File: src/rtl/lfsr_pkg.sv
package lfsr_pkg;
  localparam int unsigned LFSR_W = 4;
  typedef logic [LFSR_W-1:0] lfsr_t;
  localparam lfsr_t LFSR_START = lfsr_t'(1);
endpackage

File: src/rtl/lfsr_feedback.sv
module lfsr_feedback
  import lfsr_pkg::*;
(
  input  lfsr_t cur_i,
  output lfsr_t nxt_o
);
  // Shift toward the rightmost bit (s4 = bit 0)
  for (genvar i = 0; i < LFSR_W - 1; i++) begin : g_shift
    assign nxt_o[i] = cur_i[i+1];
  end
  // New leftmost bit from the two rightmost old bits
  assign nxt_o[LFSR_W-1] = cur_i[1] ^ cur_i[0];
endmodule

File: src/rtl/lfsr_seed_guard.sv
module lfsr_seed_guard
  import lfsr_pkg::*;
(
  input  lfsr_t seed_i,
  output lfsr_t safe_o
);
  always_comb begin
    if (seed_i == '0) safe_o = LFSR_START;
    else              safe_o = seed_i;
  end
endmodule

File: src/rtl/lfsr_pattern_gen.sv
module lfsr_pattern_gen
  import lfsr_pkg::*;
(
  input  logic              clk,
  input  logic              rst,
  input  logic              en,
  input  logic              load,
  input  logic [LFSR_W-1:0] seed_i,
  output logic [LFSR_W-1:0] vec_o
);
  lfsr_t state_q;
  lfsr_t step_w;
  lfsr_t seed_w;

  lfsr_feedback u_fb (
    .cur_i (state_q),
    .nxt_o (step_w)
  );

  lfsr_seed_guard u_guard (
    .seed_i (seed_i),
    .safe_o (seed_w)
  );

  always_ff @(posedge clk) begin
    if (rst)       state_q <= LFSR_START;
    else if (load) state_q <= seed_w;
    else if (en)   state_q <= step_w;
  end

  assign vec_o = state_q;


  never_zero_chk: assert property (@(posedge clk) disable iff (rst)
    vec_o != '0);


  hold_when_idle_chk: assert property (@(posedge clk) disable iff (rst)
    (!en && !load) |=> $stable(vec_o));


  seed_taken_chk: assert property (@(posedge clk) disable iff (rst)
    (load && seed_i != '0) |=> vec_o == $past(seed_i));


  zero_seed_fix_chk: assert property (@(posedge clk) disable iff (rst)
    (load && seed_i == '0) |=> vec_o == LFSR_START);


  shift_path_chk: assert property (@(posedge clk) disable iff (rst)
    (en && !load) |=> vec_o[LFSR_W-2:0] == $past(vec_o[LFSR_W-1:1]));
endmodule

File: config.mk
export PLATFORM = sky130hd
export DESIGN_NAME = lfsr_pattern_gen
export DESIGN_NICKNAME = d
export VERILOG_FILES = /design/src/rtl/lfsr_pkg.sv /design/src/rtl/lfsr_feedback.sv /design/src/rtl/lfsr_seed_guard.sv /design/src/rtl/lfsr_pattern_gen.sv
export SDC_FILE = /design/constraint.sdc
export NUM_CORES = 1
export LEC_CHECK = 0
export ABC_AREA = 1
export ABC_CLOCK_PERIOD_IN_PS = 800
export BUFFER_PORTS_ARGS = -buffer_cell sky130_fd_sc_hd__buf_2
export CAP_MARGIN = 20
export CORE_AREA = 2 2 39 41
export DETAILED_ROUTE_END_ITERATION = 8
export DIE_AREA = 0 0 41 43
export PLACE_DENSITY_LB_ADDON = 0.25
export SYNTH_ARGS = -nofsm -noshare
export SYNTH_HDL_FRONTEND = slang
export SYNTH_SLANG_ARGS = --single-unit
File: constraint.sdc
create_clock -name clk -period 0.8 [get_ports clk]
set_input_delay 0.12 -clock clk [delete_from_list [all_inputs] [get_ports clk]]
set_output_delay 0.12 -clock clk [all_outputs]
set_load 0.05 [all_outputs]
==> metrics.csv, run 1 <==
metric,value,unit
vias per cell,4.028,
Max Freq,1.164,GHz
die width,41,um
Setup TNS,-201.0,ps
Hold WC Path Type,in2reg,
Setup WS post-layout,-58.91,ps
WS Path Type,reg2out,
Top Ports,12,
PD cells,1753,nW/um^2
routability cong.,0.6350,
max incr delay on CP,360,ps
initial antenna violation count,0,
worst vdd ir,0.5203,mV
Seq cells post-synth,4,
endpoints failing setup,4,
CTS sink cnt,4,
Layout area overhead,85.80,%
crit path launch type,flip-flop,
core area,1384,um^2
Crit path arrival time,740,ps
Post-Synthesis Cell Area,220.2,um^2
"Slew Viols, Final",0,
Routed Antenna Nets,0,
global-route wire length before repair,945,um
Die Ht,43,um
clk_skew,1.513,ps
critical path's slowest cell,dfxtp_4,
routed via count,286,
"Clk Latency, worst-skew pair",240,ps
warnings from Yosys,0,
total global routing track utilization,0.08844,
number of buffers created by CTS,3,
Max-slew headroom,0.8297,
Max clock buf depth,2,
number of port buffers,11,
sequential area share after synthesis,0.3636,
critical path required time,680,ps
Worst-path clk slew,40,ps
largest net degree at the start of global routing,7,
status,"finished, violations left",
CTS H-tree depth,1,
1st-pass router iterations,2,
Mapped Nets,46,
DRC Markers,0,
# nets final,64,
min cycle time layout,858.9,ps
syn_area_per_cell,5.795,um^2
number of global-route vias before repair,270,
post-synthesis cell count,38,
Final Hold Fails,0,
TritonCTS clock tree,built,
num rows,14,
Leak Pwr,0.0002196,uW
Max Cap Viol,0,
Final period util,1.074,
CP bufs+invs,1,
Avg WL per Cell,8.944,um
worst hold slack,58.92,ps
PnR Total Power,717.2,uW
Clock Root Buffer,clkbuf_4,
Diodes inserted,0,
"critical path fanouts, max",4,
Worst setup EP type,output port,
Slew @ Worst Pin,254.5,ps
die area,1763,um^2
Post-Place Cell Area,307.8,um^2
Total Routed Length,635,um
DRT iter0 DRCs,2,
post-DP HPWL,477.8,um
Initial Utilization,0.1591,
total grt overflow,0,
failing checks,negative setup slack,
final instance area,409.1,um^2
"delay-heaviest family, CP",flip-flops,
post-synth cell types,9,
CP Cell Sequence,buf_8,
RSZ-0062 raised after global routing,yes,
Largest register FFs,4,
share of cells above drive strength 1,0.4727,
[cells in the mapped netlist, drive strengths merged]
cell   count  area (um^2)
a21oi      4        20.02
dfxtp      4        80.08
inv        8        30.03
nand2     12        45.04
nand3      3        15.01
nor2       4        15.01
o21ai      3        15.01
[final timing paths]
| check | slack [ps] | cells after the start | start | to |
|---|---|---|---|---|
| min reg2reg | 520 | 2 | vec_o[0] | vec_o[0] |
| max | -60 | 1 | vec_o[0] | vec_o[0] |
| min | 60 | 2 | rst | vec_o[3] |
| max reg2reg | 20 | 5 | vec_o[3] | vec_o[2] |
[per-stage QoR]
stage	util	instances	setup WS, ps
2_1_floorplan	-	38	9.632
4_1_cts	0.2812	71	-72.04
3_5_place_dp	0.2224	65	68.73
5_1_grt	0.2957	71	-86.09
6_report	0.2957	71	-58.91
3_3_place_gp	0.2224	65	70.29
[kinds of logic (layout without fill, tap and decap cells)]
family,Yosys count,after routing,share of synthesized area
buf+inv,8,25,0.1364
flops,4,4,0.3637
compound gates,7,7,0.1591
simple gates,19,19,0.3409
[placed cells by master, fill, tap and decap left out]
master / instances
a21oi_1: 3
a21oi_2: 1
buf_2: 7
buf_4: 1
buf_6: 1
buf_8: 4
clkbuf_1: 1
clkbuf_4: 3
dfxtp_2: 1
dfxtp_4: 3
inv_1: 6
inv_2: 2
nand2_1: 11
nand2_2: 1
nand3_1: 1
nand3_2: 2
nor2_1: 4
o21ai_1: 3
[layer usage]
metal | routed length (um) | up-vias | GRT usage
li1 | - | 150 | -
met1 | 254 | 128 | 0.07097
met2 | 327 | 8 | 0.1313
met3 | 53 | 0 | 0.04712
met4 | 0 | 0 | 0.1000
met5 | 0 | - | 0
[what timing repair did]
| action | 4_1_cts | 5_1_grt |
|---|---|---|
| pin swaps | 0 | 3 |
| setup endpoints to repair | 4 | 6 |
| hold buffers | 0 | 0 |
| buffers inserted | 2 | 0 |
| resized for setup | 12 | 5 |
[power breakdown]
| part | total, uW | switching (uW) | leakage, uW | internal (uW) |
|---|---|---|---|---|
| Clock | 284 | 95.9 | 0.0000150 | 188 |
| Sequential | 232 | 17.5 | 0.0000349 | 215 |
| Combinational | 201 | 114 | 0.000170 | 86.9 |
[area by class of cell]
| type | instances | area (um^2) |
|---|---|---|
| Multi-Input combinational cell | 26 | 126.4 |
| Inverter | 8 | 30.03 |
| Clock buffer | 4 | 26.28 |
| Tap cell | 16 | 20.02 |
| Sequential cell | 4 | 92.59 |
| Fill cell | 164 | 974.7 |
| Timing Repair Buffer | 13 | 113.9 |
(Power assumes the default switching activity.)
==> run 2: changes to the inputs <==
--- a/config.mk
+++ b/config.mk
@@ -6,7 +6,7 @@
 export NUM_CORES = 1
 export LEC_CHECK = 0
 export ABC_AREA = 1
-export ABC_CLOCK_PERIOD_IN_PS = 800
+export ABC_CLOCK_PERIOD_IN_PS = 1000
 export BUFFER_PORTS_ARGS = -buffer_cell sky130_fd_sc_hd__buf_2
 export CAP_MARGIN = 20
 export CORE_AREA = 2 2 39 41
==> constraint.sdc (replaced) <==
create_clock -name clk -period 1 [get_ports clk]
set_input_delay 0.15 -clock clk [delete_from_list [all_inputs] [get_ports clk]]
set_output_delay 0.15 -clock clk [all_outputs]
set_load 0.05 [all_outputs]
==> run 2 against run 1 <==
Compared with the run above: the flow now finishes without violations; power is 29% lower; setup slack better by 93 ps; clock skew is 1.2 ps lower; register-to-register slack better by 250 ps; cell area is 20% lower; via count is 3.5% lower; worst hold slack better by 51 ps; critical path depth stayed put; first-iteration DRC count grew to 3.5 times the previous value; routed wire length is 12% lower; non-clock buffer count is 2 lower.
==> metrics.csv, run 2 (synthesis results as in run 1) <==
metric,value,unit
Clock Root Buffer,clkbuf_4,
final instance area,327.8,um^2
total global routing track utilization,0.08826,
Finished Core Util,0.2369,
Crit path arrival time,820,ps
endpoints failing setup,0,
Largest register FFs,4,
CP Cell Sequence,buf_2,
1st-pass router iterations,4,
"Clk Latency, worst-skew pair",230,ps
number of global-route vias before repair,257,
share of cells above drive strength 1,0.3269,
number of buffers created by CTS,3,
most frequent cells in the layout,"nand2_1, buf_2, inv_1",
Slew @ Worst Pin,245.1,ps
Diodes inserted,0,
Top Ports,12,
WS Path Type,reg2out,
Routed Antenna Nets,0,
DRT iter0 DRCs,7,
"Slew Viols, Final",0,
"most common cell after layout, fill and taps aside",nand2_1,
Max-slew headroom,0.8377,
Post-CTS Setup Inserts,0,
status,finished clean,
Post-Place Cell Area,297.8,um^2
worst vdd ir,0.4818,mV
Final period util,0.9654,
Avg WL per Cell,8.221,um
clk_skew,0.2644,ps
RSZ-0062 raised after global routing,no,
Worst setup EP type,output port,
# nets final,62,
CTS sink cnt,4,
CTS H-tree depth,1,
initial antenna violation count,0,
largest net degree at the start of global routing,7,
Layout fillers,164,
Final Hold Fails,0,
min cycle time layout,965.4,ps
critical path required time,850,ps
Die Ht,43,um
global-route wire length before repair,1.028,mm
critical path's slowest cell,dfxtp_2,
post-DP HPWL,456.5,um
FF+latch area,82.58,um^2
crit path launch type,flip-flop,
die width,41,um
Total Routed Length,559,um
vias per cell,4.059,
CP bufs+invs,1,
max incr delay on CP,330,ps
Max Cap Viol,0,
DRC Markers,0,
Hold WC Path Type,in2reg,
Max clock buf depth,2,
PD cells,1551,nW/um^2
Setup TNS,0,ps
num rows,14,
number of port buffers,11,
routed via count,276,
total grt overflow,0,
core area,1384,um^2
Layout area overhead,48.86,%
Initial Utilization,0.1591,
"critical path fanouts, max",3,
CTS Hold Bufs,0,
multi-input combinational cell area,110.1,um^2
TritonCTS clock tree,built,
"delay-heaviest family, CP",flip-flops,
Leak Pwr,0.0001894,uW
routability cong.,0.6970,
Max Freq,1.036,GHz
die area,1763,um^2
Worst-path clk slew,40,ps
==> run 2: cell count changes in the layout (fill, tap and decap cells not counted), moves of 2 or more <==
| cell | delta |
|---|---|
| nand3_2 | -2 |
| buf_8 | -4 |
| dfxtp_4 | -3 |
| dfxtp_1 | +2 |
| nand3_1 | +2 |
==> run 2: final cells by class <==
class / instances / share of cell area
clock buffer: 3 / 0.06870
tap: 16 / 0.06107
multi-input combinational: 26 / 0.3359
sequential: 4 / 0.2519
timing repair buffer: 11 / 0.1908
inverter: 8 / 0.09160
==> run 2: routing by layer <==
metal / routed length (um) / GRT usage
met4: 0 / 0.06000
met3: 46 / 0.03141
met2: 299 / 0.1281
met1: 213 / 0.1026
met5: 0 / 0
==> run 2: repair_timing <==
| action | in CTS | in global routing |
|---|---|---|
| setup endpoints to repair | 1 | 2 |
| gates resized for setup | 1 | 3 |
| pin swaps | 0 | 0 |
| cloned | 0 | 0 |
==> run 2: metrics by stage <==
step                      worst slack (ps)  power, uW  instances  hold WS [ps]
after floorplan                      19.64      265.1         38         219.1
after global placement               225.5      305.6         65         346.1
after detailed placement             215.7      305.0         65         351.6
after CTS                           0.5528      511.5         68         111.8
after global routing                 9.095      547.9         68         115.9
final                                34.58      508.5         68         110.4
==> run 2: power by group <==
group          leakage (uW)  switching, uW  internal, uW  total [uW]
Sequential        0.0000332           9.12           174         183
Combinational      0.000142           82.4          40.4         123
Clock             0.0000138           68.2           134         203
Total              0.000189            160           349         509
==> run 2: final timing paths <==
kind,startpoint,to,slack [ps],cells after the start
max reg2reg,vec_o[1],vec_o[0],270,4
min reg2reg,vec_o[0],vec_o[0],480,2
max,vec_o[1],vec_o[1],30,1
min,rst,vec_o[3],110,2
==> run 2: worst register-to-register path, delay by kind of cell (launching register included) <==
| family | cells | cell delay (ps) |
|---|---|---|
| AND/OR/NAND/NOR | 2 | 130 |
| AO/OA/AOI/OAI | 1 | 150 |
| buffers and inverters | 1 | 60 |
| flip-flops | 1 | 330 |
==> run 3: changes to the inputs <==
==> constraint.sdc (replaced) <==
create_clock -name clk -period 1 [get_ports clk]
set_input_delay 0.2 -clock clk [delete_from_list [all_inputs] [get_ports clk]]
set_output_delay 0.2 -clock clk [all_outputs]
set_load 0.05 [all_outputs]
==> run 3 against run 2 <==
Compared with the run above: die area is the same; first-iteration DRC count shrank 14%; clock-buffer cell count is the same.
==> metrics.csv, run 3 (synthesis results as in run 1) <==
metric,value,unit
CTS Hold Bufs,0,
CTS sink cnt,4,
Logic pwr share,0.255,
WS Path Type,reg2out,
share of cells above drive strength 1,0.3462,
1st-pass router iterations,4,
Net Sw Power,156.0,uW
Internal,356.6,uW
Final Hold Fails,0,
"Clk Latency, worst-skew pair",230,ps
"reg-to-reg slack, setup",270,ps
RSZ-0062 raised after global routing,no,
Layout area overhead,55.68,%
Placed Instances,65,
"delay-heaviest family, CP",flip-flops,
Routed Antenna Nets,0,
Top Ports,12,
Slew @ Worst Pin,215.4,ps
Largest register FFs,4,
number of buffers created by CTS,3,
Clock Root Buffer,clkbuf_4,
die area,1763,um^2
die width,41,um
routability cong.,0.6969,
clk_skew,0.7460,ps
critical path's slowest cell,dfxtp_1,
Worst setup EP type,output port,
TritonCTS clock tree,built,
min cycle time layout,960.4,ps
routed via count,273,
Crit path arrival time,760,ps
global-route wire length before repair,924,um
PnR Total Power,512.6,uW
Switching Share,0.3043,
"non-filler cells, final",68,
crit path launch type,flip-flop,
Initial Utilization,0.1591,
max incr delay on CP,360,ps
Max Freq,1.041,GHz
Clock power frac,0.382,
number of port buffers,11,
CTS H-tree depth,1,
vias per cell,4.015,
total grt overflow,0,
DRC Markers,0,
Worst-path clk slew,40,ps
"Slew Viols, Final",0,
Hold WC Path Type,in2reg,
Die Ht,43,um
CP Cell Sequence,buf_6,
Max Cap Viol,0,
Max-slew headroom,0.8559,
endpoints failing setup,0,
CP bufs+invs,1,
Leak Pwr,0.0001934,uW
Setup TNS,0,ps
worst vdd ir,0.6475,mV
Total Routed Length,548,um
total global routing track utilization,0.08124,
"most common cell after layout, fill and taps aside",nand2_1,
sequential fraction of design power,0.363,
number of global-route vias before repair,248,
# nets final,62,
most frequent cells in the layout,"nand2_1, inv_1, buf_2, nor2_1, a21oi_1",
DRT iter0 DRCs,6,
status,finished clean,
Final period util,0.9604,
Diodes inserted,0,
largest net degree at the start of global routing,7,
PD cells,1495,nW/um^2
Max clock buf depth,2,
critical path required time,800,ps
"critical path fanouts, max",3,
initial antenna violation count,0,
Avg WL per Cell,8.059,um
post-DP HPWL,467.7,um
num rows,14,
core area,1384,um^2
==> run 3: cell count changes in the layout (fill, tap and decap cells not counted), sizes merged <==
cell | before | now
clkbuf | 4 | 3
buf | 10 | 11
==> run 3: what timing repair did <==
action,4_1_cts,5_1_grt
setup endpoints to repair,4,3
resized for setup,5,3
buffers inserted,0,0
==> run 3: layout make-up <==
cell class                      count  area, um^2
Clock buffer                        3       22.52
Fill cell                         154        1041
Inverter                            8       30.03
Multi-Input combinational cell     26       110.1
Sequential cell                     4       83.83
Tap cell                           16       20.02
Timing Repair Buffer               11       76.32
==> run 3: final timing paths <==
path         cells after the start     start       end
max                              1  vec_o[2]  vec_o[2]
min                              2       rst  vec_o[3]
max reg2reg                      4  vec_o[1]  vec_o[3]
min reg2reg                      2  vec_o[0]  vec_o[0]
==> run 3: power groups by stage <==
stage / sequential (uW) / clock (uW) / combinational, uW
after CTS: 185 / 204 / 129
after floorplan: 226 / 0 / 38.8
final: 186 / 196 / 131
after detailed placement: 186 / 0 / 120
after global placement: 186 / 0 / 121
after global routing: 188 / 227 / 142
==> run 3: stage by stage <==
stage / area [um^2] / util / hold slack, ps / setup WS (ps)
floorplan: 222.7 / - / 269.1 / 19.64
global placement: 297.8 / 0.2152 / 403.1 / 157.8
detailed placement: 297.8 / 0.2152 / 409.4 / 162.2
CTS: 334.1 / 0.2414 / 165.7 / 10.77
global route: 342.8 / 0.2477 / 152.6 / 0.5072
finish: 342.8 / 0.2477 / 152.9 / 39.59
==> run 3: metal layers <==
layer | track usage | up-vias | share of wire
li1 | - | 146 | -
met1 | 0.08333 | 117 | 0.41
met2 | 0.1156 | 8 | 0.53
met3 | 0.03141 | 2 | 0.042
met4 | 0.08000 | 0 | 0.018
met5 | 0 | - | 0
